<file path="config.mk">
export PLATFORM = sky130hd
export DESIGN_NAME = loc_arbiter
export DESIGN_NICKNAME = d
export VERILOG_FILES = /design/src/rtl/loc_arb_pkg.sv /design/src/rtl/loc_addr_decode.sv /design/src/rtl/loc_prio_scan.sv /design/src/rtl/loc_owner_fsm.sv /design/src/rtl/loc_arbiter.sv
export SDC_FILE = /design/constraint.sdc
export NUM_CORES = 1
export LEC_CHECK = 0
export CORE_AREA = 2 2 68 70
export CTS_CLUSTER_DIAMETER = 120
export DETAILED_ROUTE_END_ITERATION = 10
export DIE_AREA = 0 0 70 72
export PLACE_DENSITY_LB_ADDON = 0.2
export SETUP_SLACK_MARGIN = 0.02
export SYNTH_ARGS = -nofsm -noshare
export SYNTH_HDL_FRONTEND = slang
export SYNTH_SLANG_ARGS = --single-unit
</file>
<file path="constraint.sdc">
create_clock -name clk_i -period 2.5 [get_ports clk_i]
set_input_delay 0.5 -clock clk_i [delete_from_list [all_inputs] [get_ports clk_i]]
set_output_delay 0.5 -clock clk_i [all_outputs]
set_load 0.01 [all_outputs]
</file>
<file path="src/rtl/loc_arb_pkg.sv">
package loc_arb_pkg;
  localparam int LOC_W = 3;
  typedef logic [LOC_W-1:0] loc_t;
  localparam loc_t NO_LOC = 3'b111;
  localparam int B_VALID  = 7;
  localparam int B_ACTIVE = 5;
  localparam int B_SEIZED = 4;
  localparam int B_SEIZE  = 3;
  localparam int B_PEND   = 2;
  localparam int B_REQ    = 1;
endpackage

</file>
<file path="src/rtl/loc_addr_decode.sv">
module loc_addr_decode
  import loc_arb_pkg::*;
#(
  parameter int N         = 5,
  parameter int LOC_SHIFT = 12,
  localparam int AW       = LOC_SHIFT + LOC_W
) (
  input  logic [AW-1:0] addr_i,
  output loc_t          loc_o,
  output logic          reg_hit_o,
  output logic          loc_valid_o
);
  assign loc_o       = addr_i[LOC_SHIFT +: LOC_W];
  assign reg_hit_o   = (addr_i[LOC_SHIFT-1:0] == '0);
  assign loc_valid_o = (int'(loc_o) < N);
endmodule

</file>
<file path="src/rtl/loc_prio_scan.sv">
module loc_prio_scan
  import loc_arb_pkg::*;
#(
  parameter int N = 5
) (
  input  logic [N-1:0] req_i,
  output loc_t         hi_o,
  output logic         any_o,
  output logic [N-1:0] others_o
);
  always_comb begin
    hi_o = NO_LOC;
    for (int l = 0; l < N; l++)
      if (req_i[l]) hi_o = loc_t'(l);
  end
  assign any_o = |req_i;

  for (genvar g = 0; g < N; g++) begin : g_oth
    logic [N-1:0] mask;
    assign mask        = ~(N'(1) << g);
    assign others_o[g] = |(req_i & mask);
  end
endmodule

</file>
<file path="src/rtl/loc_owner_fsm.sv">
module loc_owner_fsm
  import loc_arb_pkg::*;
#(
  parameter int N = 5
) (
  input  logic         clk_i,
  input  logic         rst_ni,
  input  logic         wr_i,
  input  loc_t         loc_i,
  input  logic         w_rel_i,
  input  logic         w_seize_i,
  input  logic         w_req_i,
  input  logic         w_clr_seized_i,
  input  logic         abort_done_i,
  input  loc_t         hi_req_i,
  input  logic         any_req_i,
  output logic [N-1:0] req_o,
  output logic [N-1:0] seized_o,
  output loc_t         active_o,
  output logic         changed_o,
  output logic         pend_o
);
  logic [N-1:0] req_q, req_d, seize_q, seize_d, seized_q, seized_d;
  loc_t act_q, act_d, nxt_q, nxt_d;
  logic pend_q, pend_d, chg_q, chg_d;

  logic do_chg, is_seize, act_valid, owner, blk;
  loc_t chg_to;

  assign act_valid = (act_q != NO_LOC);
  assign owner     = (act_q == loc_i);

  always_comb begin
    req_d = req_q; seize_d = seize_q; seized_d = seized_q;
    act_d = act_q; nxt_d = nxt_q; pend_d = pend_q; chg_d = 1'b0;
    do_chg = 1'b0; chg_to = NO_LOC; is_seize = 1'b0; blk = 1'b0;
    for (int l = 0; l < N; l++)
      if (seize_q[l] && (loc_t'(l) >= loc_i)) blk = 1'b1;
    if (wr_i) begin
      for (int l = 0; l < N; l++)
        if (w_clr_seized_i && loc_t'(l) == loc_i) seized_d[l] = 1'b0;
      if (w_seize_i) begin
        if (!pend_q && (!act_valid || loc_i > act_q) && !blk) begin
          for (int l = 0; l < N; l++) begin
            if (loc_t'(l) < loc_i) seize_d[l] = 1'b0;
            if (loc_t'(l) == loc_i) seize_d[l] = 1'b1;
          end
          pend_d = 1'b1;
          nxt_d  = loc_i;
        end
      end else begin
        if (w_rel_i) begin
          if (owner) begin
            if (!pend_q) begin
              if (any_req_i) begin
                pend_d = 1'b1;
                nxt_d  = hi_req_i;
              end else begin
                do_chg = 1'b1;
                chg_to = NO_LOC;
              end
            end
          end else begin
            for (int l = 0; l < N; l++)
              if (loc_t'(l) == loc_i) req_d[l] = 1'b0;
          end
        end
        if (w_req_i && !owner) begin
          if (act_valid || pend_q) begin
            for (int l = 0; l < N; l++)
              if (loc_t'(l) == loc_i) req_d[l] = 1'b1;
          end else begin
            do_chg = 1'b1;
            chg_to = loc_i;
          end
        end
      end
    end
    if (abort_done_i && pend_q) begin
      do_chg = 1'b1;
      chg_to = nxt_q;
      pend_d = 1'b0;
      nxt_d  = NO_LOC;
    end
    if (do_chg) begin
      for (int l = 0; l < N; l++)
        if (loc_t'(l) == chg_to && seize_q[l]) is_seize = 1'b1;
      for (int l = 0; l < N; l++) begin
        if (act_q == loc_t'(l) && chg_to != loc_t'(l)) begin
          if (is_seize) seized_d[l] = 1'b1;
          else          req_d[l]    = 1'b0;
        end
        if (chg_to == loc_t'(l)) begin
          req_d[l]   = 1'b0;
          seize_d[l] = 1'b0;
        end
      end
      act_d = chg_to;
      chg_d = (chg_to != NO_LOC);
    end
  end

  always_ff @(posedge clk_i or negedge rst_ni) begin
    if (!rst_ni) begin
      req_q <= '0; seize_q <= '0; seized_q <= '0;
      act_q <= NO_LOC; nxt_q <= NO_LOC; pend_q <= 1'b0; chg_q <= 1'b0;
    end else begin
      req_q <= req_d; seize_q <= seize_d; seized_q <= seized_d;
      act_q <= act_d; nxt_q <= nxt_d; pend_q <= pend_d; chg_q <= chg_d;
    end
  end

  assign req_o     = req_q;
  assign seized_o  = seized_q;
  assign active_o  = act_q;
  assign changed_o = chg_q;
  assign pend_o    = pend_q;

  assert_abort_hold_R13: assert property (@(posedge clk_i) disable iff (!rst_ni)
    pend_q && !abort_done_i |=> pend_q);
  assert_one_seize_R9: assert property (@(posedge clk_i) disable iff (!rst_ni)
    $onehot0(seize_q));
  assert_chg_has_owner_R3: assert property (@(posedge clk_i) disable iff (!rst_ni)
    chg_q |-> act_q != NO_LOC);
  assert_owner_range_R1: assert property (@(posedge clk_i) disable iff (!rst_ni)
    (int'(act_q) < N) || (act_q == NO_LOC));
  assert_owner_no_req_R5: assert property (@(posedge clk_i) disable iff (!rst_ni)
    (int'(act_q) < N) |-> !req_q[act_q]);
  assert_hold_owner_R12: assert property (@(posedge clk_i) disable iff (!rst_ni)
    pend_q && !abort_done_i |=> $stable(act_q));
endmodule

</file>
<file path="src/rtl/loc_arbiter.sv">
module loc_arbiter
  import loc_arb_pkg::*;
#(
  parameter int       N         = 5,
  parameter int       LOC_SHIFT = 12,
  parameter bit       EST_VAL   = 1'b1,
  localparam int      AW        = LOC_SHIFT + LOC_W
) (
  input  logic          clk_i,
  input  logic          rst_ni,
  input  logic          acc_valid_i,
  input  logic          acc_we_i,
  input  logic [AW-1:0] acc_addr_i,
  input  logic [7:0]    acc_wdata_i,
  input  logic          acc_hw_i,
  output logic [7:0]    acc_rdata_o,
  output logic [2:0]    active_o,
  output logic          loc_changed_o,
  output logic          abort_req_o,
  input  logic          abort_done_i
);
  loc_t loc, hi_req, act;
  logic reg_hit, loc_valid, any_req, wr, pend, chg;
  logic [N-1:0] req, seized, others;
  logic unused_wbits;

  assign unused_wbits = ^{acc_wdata_i[7:6], acc_wdata_i[2], acc_wdata_i[0]};

  loc_addr_decode #(.N(N), .LOC_SHIFT(LOC_SHIFT)) u_dec (
    .addr_i(acc_addr_i), .loc_o(loc), .reg_hit_o(reg_hit), .loc_valid_o(loc_valid));

  loc_prio_scan #(.N(N)) u_scan (
    .req_i(req), .hi_o(hi_req), .any_o(any_req), .others_o(others));

  // locality 4 is writable from hardware only
  assign wr = acc_valid_i && acc_we_i && reg_hit && loc_valid &&
              (loc != loc_t'(4) || acc_hw_i);

  loc_owner_fsm #(.N(N)) u_fsm (
    .clk_i, .rst_ni, .wr_i(wr), .loc_i(loc),
    .w_rel_i(acc_wdata_i[B_ACTIVE]), .w_seize_i(acc_wdata_i[B_SEIZE]),
    .w_req_i(acc_wdata_i[B_REQ]), .w_clr_seized_i(acc_wdata_i[B_SEIZED]),
    .abort_done_i, .hi_req_i(hi_req), .any_req_i(any_req),
    .req_o(req), .seized_o(seized), .active_o(act), .changed_o(chg), .pend_o(pend));

  always_comb begin
    acc_rdata_o = 8'hFF;
    if (loc_valid) begin
      acc_rdata_o = 8'h00;
      if (reg_hit)
        for (int l = 0; l < N; l++)
          if (loc == loc_t'(l)) begin
            acc_rdata_o[B_VALID]  = 1'b1;
            acc_rdata_o[B_ACTIVE] = (act == loc);
            acc_rdata_o[B_SEIZED] = seized[l];
            acc_rdata_o[B_PEND]   = others[l];
            acc_rdata_o[B_REQ]    = req[l];
            acc_rdata_o[0]        = EST_VAL;
          end
    end
  end

  assign active_o      = act;
  assign loc_changed_o = chg;
  assign abort_req_o   = pend;

  assert_hw_only_R11: assert property (@(posedge clk_i) disable iff (!rst_ni)
    acc_valid_i && acc_we_i && loc == loc_t'(4) && !acc_hw_i && !abort_done_i
    |=> $stable(active_o) && $stable(abort_req_o));
  assert_hi_win_R1: assert property (@(posedge clk_i) disable iff (!rst_ni)
    acc_valid_i && acc_we_i && !loc_valid && !abort_done_i
    |=> $stable(active_o) && $stable(abort_req_o));
endmodule

</file>
Word-level counts from Yosys, hierarchy flattened
Index checks and enable logic that the tools add are counted.

Output and inout port bits: 13. Flip-flop bits (word level): 23. Logic and storage cells: 235.

Eq/ne operators: 30. Multiplexer cells: 134. Reduce and logical (&&, ||, !) cells: 52. Magnitude comparators: 12.

Operators with widths (number): 2-to-1 mux 1 bit (90); 2-to-1 mux 3 bit (24); 2-to-1 mux 5 bit (13); logical AND 1 bit (28); OR reduction 4 bit (5); == test 3 x 2 -> 1 bit, second input constant (6); inequality test 3 bit, second input constant (5); == test 2 x 3 -> 1 bit, first input constant (4); logical NOT 12 bit (1); 2-to-1 mux 2 bit (6); nonzero test 3 bit (4); == test 3 x 1 -> 1 bit, second input constant (3); == test 3 bit, second input constant (3); logical NOT 3 bit (3); 2-to-1 mux 8 bit (1); == test 1 x 3 -> 1 bit, first input constant (2); == test 3 bit, first input constant (2); greater-or-equal comparator 1 x 3 -> 1 bit, first input constant (2); greater-or-equal comparator 2 x 3 -> 1 bit, first input constant (2); less-than comparator 1 x 3 -> 1 bit, first input constant (2); less-than comparator 2 x 3 -> 1 bit, first input constant (2); inequality test 3 x 1 -> 1 bit, second input constant (2); inequality test 3 x 2 -> 1 bit, second input constant (2); AND reduction 6 bit (1); other kinds (10) (15).

Longest topological paths before layout
Gate-level depths: netlist (run 1).

Word-level depth: 19. Gate-level depth with buffers: 9. Gate-level depth less buffers: 8.

Cells and area by module
From an unflattened synthesis (run 1), not the netlist that was laid out.

Cells, all modules: 228. Area, all modules: 1934.4 um^2.

Modules (own cells, without submodules): loc_owner_fsm (cells each 164, area an instance 1556.5 um^2, instances 1); loc_arbiter (cells each 41, area an instance 239.0 um^2, instances 1); loc_prio_scan (cells each 15, area an instance 86.3 um^2, instances 1); loc_addr_decode (cells each 8, area an instance 52.6 um^2, instances 1).

Worst setup path before layout (run 1)
No wires, ideal clock.

Path type: register -> register. From: register u_fsm.act_q[2] (netlist: u_fsm.active_o[2]). To: register u_fsm.seized_q[0] (netlist: u_fsm.seized_o[0]). Path slack: -0.191 ns. Stages on the path, launching flop included: 10. Arrival time: 2.548 ns. Buffers on the path: 1. Path through: dfstp_2 > inv_1 > ha_1 > nand3_1 > nand3_1 > or4_4 > and2_1 > clkbuf_1 > o311ai_0 > a22oi_1.

Cells in the longest elaborated chain, start to end: 18.

Ends and longest elaborated chain: from (decl) (line loc_owner_fsm.sv:24) `loc_t act_q, act_d, nxt_q, nxt_d;`; from (signal assigned) (line loc_owner_fsm.sv:109) `act_q <= act_d; nxt_q <= nxt_d; pend_q <= pend_d; chg_q <= chg_d;`; inequality test 3 bit / == test 3 bit (equally long branches) (line loc_owner_fsm.sv:30, loc_owner_fsm.sv:31); logical OR 1 bit / logical NOT 1 bit (equally long branches) (line loc_owner_fsm.sv:69, loc_owner_fsm.sv:68); 2-to-1 mux 3 bit / logical AND 1 bit (equally long branches) (line loc_owner_fsm.sv:69, loc_owner_fsm.sv:68); 2-to-1 mux 3 bit (line loc_owner_fsm.sv:68) `if (w_req_i && !owner) begin`; 2-to-1 mux 3 bit (line loc_owner_fsm.sv:42) `if (w_seize_i) begin`; 2-to-1 mux 3 bit (line loc_owner_fsm.sv:39) `if (wr_i) begin`; 2-to-1 mux 3 bit (line loc_owner_fsm.sv:79) `if (abort_done_i && pend_q) begin`; logical NOT 3 bit (line loc_owner_fsm.sv:87) `if (loc_t'(l) == chg_to && seize_q[l]) is_seize = 1'b1;`; logical AND 1 bit (line loc_owner_fsm.sv:87); 2-to-1 mux 1 bit (5 in a row) (line loc_owner_fsm.sv:87); 2-to-1 mux 1 bit (line loc_owner_fsm.sv:85) `if (do_chg) begin`; 2-to-1 mux 1 bit (line loc_owner_fsm.sv:90) `if (is_seize) seized_d[l] = 1'b1;`; 2-to-1 mux 1 bit (line loc_owner_fsm.sv:89) `if (act_q == loc_t'(l) && chg_to != loc_t'(l)) begin`; 2-to-1 mux 5 bit * (line loc_owner_fsm.sv:85); named net u_fsm.seized_d[0] (line loc_owner_fsm.sv:23) `logic [N-1:0] req_q, req_d, seize_q, seize_d, seized_q, seized_d;`; to (signal assigned) (line loc_owner_fsm.sv:108) `req_q <= req_d; seize_q <= seize_d; seized_q <= seized_d;`; to (decl) (line loc_owner_fsm.sv:23).

Mark *: on every way through the listed nets, which the timed path passes. The rest lies on a longest branch. The select of a mux whose other input is x is not followed. A chain may end at the register's enable or synchronous reset.

Worst setup path after layout (run 1)
From: register u_fsm.req_q[1] (netlist: u_fsm.req_o[1]). To: register u_fsm.req_q[2] (netlist: u_fsm.req_o[2]).

Cells in the longest elaborated chain, start to end: 11.

Ends and longest elaborated chain: from (decl) (line loc_owner_fsm.sv:23); from (signal assigned) (line loc_owner_fsm.sv:108); OR reduction 5 bit * (line loc_prio_scan.sv:16) `assign any_o = |req_i;`; 2-to-1 mux 1 bit * (line loc_owner_fsm.sv:55) `if (any_req_i) begin`; 2-to-1 mux 1 bit * (line loc_owner_fsm.sv:54) `if (!pend_q) begin`; 2-to-1 mux 1 bit * (line loc_owner_fsm.sv:53) `if (owner) begin`; 2-to-1 mux 1 bit * (line loc_owner_fsm.sv:52) `if (w_rel_i) begin`; 2-to-1 mux 1 bit (line loc_owner_fsm.sv:69) `if (act_valid || pend_q) begin`; 2-to-1 mux 1 bit * (line loc_owner_fsm.sv:68); 2-to-1 mux 1 bit * (line loc_owner_fsm.sv:42); 2-to-1 mux 1 bit * (line loc_owner_fsm.sv:39); 2-to-1 mux 1 bit * (line loc_owner_fsm.sv:79); 2-to-1 mux 5 bit * (line loc_owner_fsm.sv:85); named net u_fsm.req_d[2] (line loc_owner_fsm.sv:23).

Mark *: on every way through the listed nets, which the timed path passes. The rest lies on a longest branch.

==> impl_metrics.json, run 1 <==
{
  "status": "finished with violations",
  "async_reset_ff_share_pct": 100,
  "r2r_end": "u_fsm.req_o[2]$_DFF_PN0_",
  "drt_iter0_drc": 322,
  "p_int_mw": 0.568,
  "dieWidth_um": 70,
  "violations": "setup timing",
  "synth.avg_cell_area_um2": 8.34,
  "ys_seq_area_share_pct": 30.9,
  "cts_tree": "done",
  "clock-sinks": 23,
  "antenna_found_initial": 0,
  "cp.buffers_inverters": 1,
  "num_vias": 2469,
  "antennaDiodeCount": 0,
  "finalCritPeriodShare_pct": 103,
  "dp_hpwl_um": 4970,
  "worstSetupStartpointType": "flip-flop",
  "rsz0062_at_grt": "true",
  "fillerInstances": 344,
  "path_delay_family": "simple AND/OR/NAND/NOR gates",
  "crit_top_cell": "or4_4",
  "r2r-start": "u_fsm.req_o[1]$_DFF_PN0_",
  "final_area_um2": 3090,
  "yosysWarnings": 0,
  "cts_max_level": 1,
  "pwr-share-comb_pct": 21.1,
  "die_area_um2": 5040,
  "setup_viol": 8,
  "worstPathRequired_ns": 2.63,
  "p_leak_nw": 1.31,
  "synth_edf_count": 0,
  "cp.depth": 6,
  "maxCapViolCount": 0,
  "via_per_inst": 6.51,
  "crit_start": "u_fsm.req_o[1]$_DFF_PN0_",
  "layout-drive-gt1-share_pct": 40.4,
  "post_drt_wl_per_cell_um": 20.2,
  "ys_ff_latch": 23,
  "nNetsFinal": 360,
  "total_power_mw": 0.793,
  "cp-endpoint": "u_fsm.req_o[2]$_DFF_PN0_",
  "cts_buffers": 3,
  "synth_area_um2": 1880,
  "reg2regPathDepth": 6,
  "coreArea_um2": 4260,
  "finalWorstSetupSlack_ns": -0.0778,
  "grt_max_degree": 24,
  "track_usage_pct": 28.5,
  "min-delay-path-class": "reg2reg",
  "clock_skew_ns": 0.00325,
  "power_frac_seq_pct": 47.4,
  "clock_path_buffers": 2,
  "finalCriticalPeriod_ns": 2.58,
  "switching_power_mw": 0.225,
  "max_stage_delay_ns": 0.56,
  "cp_data_arrival_time_ns": 2.71,
  "gp_congestion": 0.975,
  "drv_slew": 0,
  "clk_latency_ns": 0.28,
  "r2r_slack_ns": -0.08,
  "area_delta_synth_final_pct": 64.2,
  "swShare_pct": 28.4,
  "start_util_pct": 44.2,
  "place_ws_ns": -0.607,
  "worstSetupEndpointType": "flip-flop",
  "p_clk_share_pct": 31.5,
  "hold_violations": 0,
  "cellPowerDensity_nw_per_um2": 256,
  "worstPathCellList": "or4_4, or4_4, a211o_4, a2111oi_4, buf_4, a311oi_2",
  "path_class": "reg2reg",
  "grt-ovfl-total": 0,
  "port_buffers": 37,
  "clk_pin_slew_ns": 0.09,
  "drtPass1Iterations": 5,
  "syn-num-nets": 258,
  "io_pins": 42,
  "drt-total-wl_um": 7660,
  "detail-route-antenna-nets": 0,
  "critPathMaxFanout": 3,
  "slowest_stage": "or4_4",
  "fmax_ghz": 0.388,
  "hold_buffers": 0,
  "synthFlopType": "dfrtp_1",
  "grt_pass1_vias": 2279,
  "die_y_um": 72,
  "worstMarginPinSlew_ns": 0.435,
  "root_buffer": "clkbuf_8",
  "drc_errors": 0,
  "syn_inst": 226,
  "rows": 24,
  "dpl_cell_area_um2": 2780,
  "vdd_drop_max_mv": 0.163,
  "slew_headroom_pct": 71.0,
  "grt_pass1_wl_um": 11300,
  "synth_cell_types": 53
}
==> flip-flops by register name (all words and copies together), names as in the netlist <==
signal / count
u_fsm.changed_o: 1
u_fsm.pend_o: 1
u_fsm.seized_o: 5
u_fsm.nxt_q: 3
u_fsm.req_o: 5
u_fsm.seize_q: 5
u_fsm.active_o: 3
==> tightest hold or removal path, delay by kind of cell (launching register included) <==
family | cells | cell delay [ns]
AO/OA/AOI/OAI | 1 | 0.11
flip-flops | 1 | 0.38
multiplexers | 1 | 0.08
==> cells in the mapped netlist, types with 3 or more instances <==
| cell type | instances | area, um^2 |
|---|---|---|
| nor4_1 | 4 | 25.0 |
| a221oi_1 | 3 | 26.3 |
| nor3_1 | 8 | 40.0 |
| a22oi_1 | 4 | 30.0 |
| nand3_1 | 15 | 75.1 |
| buf_4 | 3 | 22.5 |
| o21ai_0 | 20 | 100 |
| dfstp_2 | 6 | 158 |
| nor2_1 | 15 | 56.3 |
| nand2_1 | 13 | 48.8 |
| a21oi_1 | 20 | 100 |
| clkbuf_1 | 7 | 26.3 |
| mux2i_1 | 4 | 40.0 |
| and3_1 | 6 | 37.5 |
| dfrtp_1 | 17 | 425 |
| o21a_1 | 6 | 45.0 |
| a211oi_1 | 3 | 22.5 |
| o31a_1 | 5 | 43.8 |
| o31ai_1 | 5 | 37.5 |
| or3_1 | 4 | 25.0 |
| and2_1 | 4 | 25.0 |
| inv_1 | 7 | 26.3 |
| or2_2 | 5 | 31.3 |
| ha_1 | 3 | 37.5 |
==> per-stage QoR <==
step / hold slack [ns] / utilization, % / cells / setup TNS (ns)
floorplan: 0.204 / - / 226 / -0.0918
global placement: 0.538 / 65.2 / 358 / -10.73
detailed placement: 0.537 / 65.2 / 358 / -12.20
CTS: 0.559 / 69.9 / 371 / -0.426
global route: 0.612 / 72.6 / 379 / -1.05
finish: 0.560 / 72.6 / 379 / -0.252
==> cells in the final DEF, fill, tap and decap left out, types with 6 or more instances in the layout <==
cell / n
nor3_1: 8
o21ai_0: 17
nand3_1: 11
dfrtp_1: 17
dfstp_2: 6
clkdlybuf4s50_1: 14
dlygate4sd2_1: 17
nand2_1: 12
a21oi_1: 18
buf_4: 63
and3_1: 6
o21a_1: 6
nor2_1: 15
==> what timing repair did <==
item | CTS | global route
setup endpoints to repair | 28 | 18
pin swaps | 15 | 12
buffers inserted | 8 | 7
gates resized for setup | 54 | 18
gates cloned | 1 | 1
==> layer usage <==
layer  vias to the layer above  global-route usage (%)  share of wire, %
met5                         -                       0                 0
met4                         0                    12.6               4.4
met3                        41                    2.64               8.2
met2                       147                    48.1                48
met1                      1189                    37.7                39
li1                       1092                       -                 -
==> power by group through the flow <==
| stage | clock, mW | sequential (mW) | combinational, mW |
|---|---|---|---|
| floorplan | 0 | 0.384 | 0.0577 |
| global placement | 0 | 0.383 | 0.163 |
| detailed placement | 0 | 0.383 | 0.166 |
| CTS | 0.248 | 0.376 | 0.161 |
| global route | 0.265 | 0.376 | 0.180 |
| finish | 0.250 | 0.376 | 0.167 |
==> worst min-delay path by stage <==
stage	end	cells past startpoint	slack (ns)	startpoint
2_1_floorplan	u_fsm.changed_o$_DFF_PN0_	0	0.20	rst_ni
3_3_place_gp	u_fsm.nxt_q[2]$_DFFE_PN1P_	2	0.54	u_fsm.nxt_q[2]$_DFFE_PN1P_
3_5_place_dp	u_fsm.seized_o[4]$_DFF_PN0_	2	0.54	u_fsm.seized_o[4]$_DFF_PN0_
4_1_cts	u_fsm.nxt_q[2]$_DFFE_PN1P_	2	0.56	u_fsm.nxt_q[2]$_DFFE_PN1P_
5_1_grt	u_fsm.nxt_q[2]$_DFFE_PN1P_	2	0.61	u_fsm.nxt_q[2]$_DFFE_PN1P_
6_report	u_fsm.nxt_q[2]$_DFFE_PN1P_	2	0.56	u_fsm.nxt_q[2]$_DFFE_PN1P_
==> cell families (layout without fill, tap and decap cells) <==
logic type      Yosys count  count (layout)  share of synthesized area [%]
fa+ha+maj                 3               3                           1.99
flops                    23              23                           30.9
compound gates           87              88                           31.9
simple gates             89              90                           26.0
mux                       7               7                           5.11
buf+inv                  17             116                           3.98
==> final cells by class <==
type | count | area (um^2) | area share [%]
Sequential cell | 23 | 583 | 18.8
Multi-Input combinational cell | 188 | 1510 | 48.8
Clock buffer | 3 | 41.3 | 1.33
Clock inverter | 1 | 5.00 | 0.162
Inverter | 7 | 26.3 | 0.849
Tap cell | 52 | 65.1 | 2.10
Timing Repair Buffer | 105 | 862 | 27.9
No activity file was read; power rests on OpenSTA's default activity.
==> run 2, diff against run 1 <==
Settings changed: REMOVE_ABC_BUFFERS set to 1.
==> run 2 against run 1 <==
The flow still finishes with violations (setup timing); total power shrank 0.75%; core utilization shrank 0.15 points; sequential power is essentially flat; combinational power is essentially flat; first-iteration DRC count shrank 15%; non-clock buffer count grew 4; setup slack gained 0.023 ns; critical path type unchanged.
==> impl_metrics.json, run 2 (same netlist as run 1, synthesis figures left out) <==
{
  "violations": "setup timing",
  "worstPathRequired_ns": 2.69,
  "drt-total-wl_um": 7650,
  "clk_pin_slew_ns": 0.09,
  "die_area_um2": 5040,
  "path_class": "reg2reg",
  "drt_iter0_drc": 275,
  "dieWidth_um": 70,
  "num_vias": 2415,
  "worstSetupEndpointType": "flip-flop",
  "cp_data_arrival_time_ns": 2.74,
  "dp_hpwl_um": 5280,
  "nNetsFinal": 362,
  "fmax_ghz": 0.391,
  "place_ws_ns": -0.653,
  "wl_met1_um": 3050,
  "post_drt_wl_per_cell_um": 20.1,
  "cts_tree": "done",
  "multiInputGateArea_um2": 1440,
  "hold_violations": 0,
  "grt_pass1_vias": 2280,
  "grt_max_degree": 24,
  "seq_area_um2": 583,
  "finalCritPeriodShare_pct": 102,
  "final_common_cell": "buf_4",
  "p_leak_nw": 1.34,
  "setup_viol": 7,
  "grt-ovfl-total": 0,
  "gp_congestion": 0.966,
  "drtPass1Iterations": 5,
  "cts_buffers": 3,
  "clk_latency_ns": 0.27,
  "worstSetupStartpointType": "flip-flop",
  "cts_max_level": 1,
  "final_core_util_pct": 72.4,
  "critPathMaxFanout": 3,
  "detail-route-antenna-nets": 0,
  "drc_errors": 0,
  "min-delay-path-class": "reg2reg",
  "antenna_found_initial": 0,
  "clock-sinks": 23,
  "cellPowerDensity_nw_per_um2": 255,
  "finalWorstSetupSlack_ns": -0.0548,
  "slew_headroom_pct": 57.5,
  "maxCapViolCount": 0,
  "rows": 24,
  "clock_skew_ns": 0.00567,
  "maxUsedRoutingLayer": "met4",
  "start_util_pct": 44.2,
  "io_pins": 42,
  "clock_path_buffers": 2,
  "fin_cells": 381,
  "drv_slew": 0,
  "coreArea_um2": 4260,
  "antennaDiodeCount": 0,
  "finalCriticalPeriod_ns": 2.55,
  "grt_pass1_wl_um": 11200,
  "area_delta_synth_final_pct": 63.9,
  "via_per_inst": 6.34,
  "worstMarginPinSlew_ns": 0.635,
  "final_cell_mix": "63 x buf_4, 18 x o21ai_0, 18 x a21oi_1, 17 x dfrtp_1, 14 x nor2_1",
  "fillerInstances": 324,
  "die_y_um": 72,
  "vdd_drop_max_mv": 0.193,
  "port_buffers": 37,
  "track_usage_pct": 28.6,
  "met3WireLength_um": 585,
  "met2_length_um": 3740,
  "root_buffer": "clkbuf_8",
  "rsz0062_at_grt": "true",
  "layout-drive-gt1-share_pct": 41.6,
  "status": "finished with violations",
  "dp.cells": 360
}
==> run 2: cell types whose count changed in the layout (fill, tap and decap cells not counted), sizes merged <==
| cell | before | now |
|---|---|---|
| clkdlybuf4s50 | 14 | 13 |
| buf | 69 | 75 |
| dlymetal6s2s | 1 | 3 |
| dlygate4sd2 | 17 | 11 |
| a22oi | 6 | 5 |
| clkdlybuf4s15 | 1 | 7 |
| clkbuf | 6 | 3 |
| and2 | 5 | 4 |
==> run 2: final cells by class <==
type | count | share of cell area [%]
flip-flops and latches | 23 | 18.9
multi-input cells | 186 | 46.7
clock buffers | 3 | 1.34
inverters | 7 | 0.851
well taps | 52 | 2.11
clock inverters | 1 | 0.162
repair buffers | 109 | 29.9
==> run 2: worst max-delay path, stage by stage, from the launching register on <==
cell and delay (ns):
dfstp_2 0.56, inv_2 0.05, ha_4 0.27, nand4_1 0.14
or4_4 0.44, a211o_4 0.37, a2111oi_4 0.32, o31ai_1 0.12
a22oi_1 0.19
==> run 2: through the flow <==
step | setup TNS [ns] | hold slack, ns | instance area (um^2) | total power [mW]
final | -0.271 | 0.563 | 3090 | 0.787
after global routing | -0.834 | 0.591 | 3090 | 0.816
after global placement | -12.45 | 0.533 | 2680 | 0.535
after detailed placement | -13.54 | 0.539 | 2680 | 0.537
after floorplan | -1.51 | 0.204 | 1840 | 0.426
after CTS | -0.00873 | 0.560 | 2910 | 0.773
==> run 2: per-layer routing <==
| layer | track usage (%) | vias to the layer above |
|---|---|---|
| li1 | - | 1096 |
| met4 | 10.5 | 0 |
| met1 | 35.4 | 1139 |
| met5 | 0 | - |
| met2 | 51.5 | 150 |
| met3 | 3.33 | 30 |
==> run 2: report_power, final <==
group / internal [mW] / total, mW / switching, mW / leakage, nW
registers: 0.375 / 0.376 / 0.00137 / 0.300
clock network: 0.112 / 0.247 / 0.135 / 0.0255
logic: 0.0816 / 0.164 / 0.0825 / 1.01
==> run 2: timing repair <==
action,in CTS,in global routing
buffers inserted,7,10
gates resized for setup,69,28
gates cloned,0,0
pin swaps,25,12
setup endpoints to repair,29,19
hold buffers,0,0
==> run 2: worst paths after layout <==
path	start	to	slack [ns]	cells past startpoint
max in group asynchronous	rst_ni	u_fsm.nxt_q[0]$_DFFE_PN1P_	1.62	2
min reg2reg	u_fsm.seized_o[4]$_DFF_PN0_	u_fsm.seized_o[4]$_DFF_PN0_	0.56	2
max reg2reg	u_fsm.active_o[2]$_DFFE_PN1N_	u_fsm.seized_o[2]$_DFF_PN0_	-0.05	8
min	u_fsm.seized_o[4]$_DFF_PN0_	u_fsm.seized_o[4]$_DFF_PN0_	0.56	2
min in group asynchronous	rst_ni	u_fsm.seized_o[0]$_DFF_PN0_	0.58	2
max	u_fsm.active_o[2]$_DFFE_PN1N_	u_fsm.seized_o[2]$_DFF_PN0_	-0.05	8
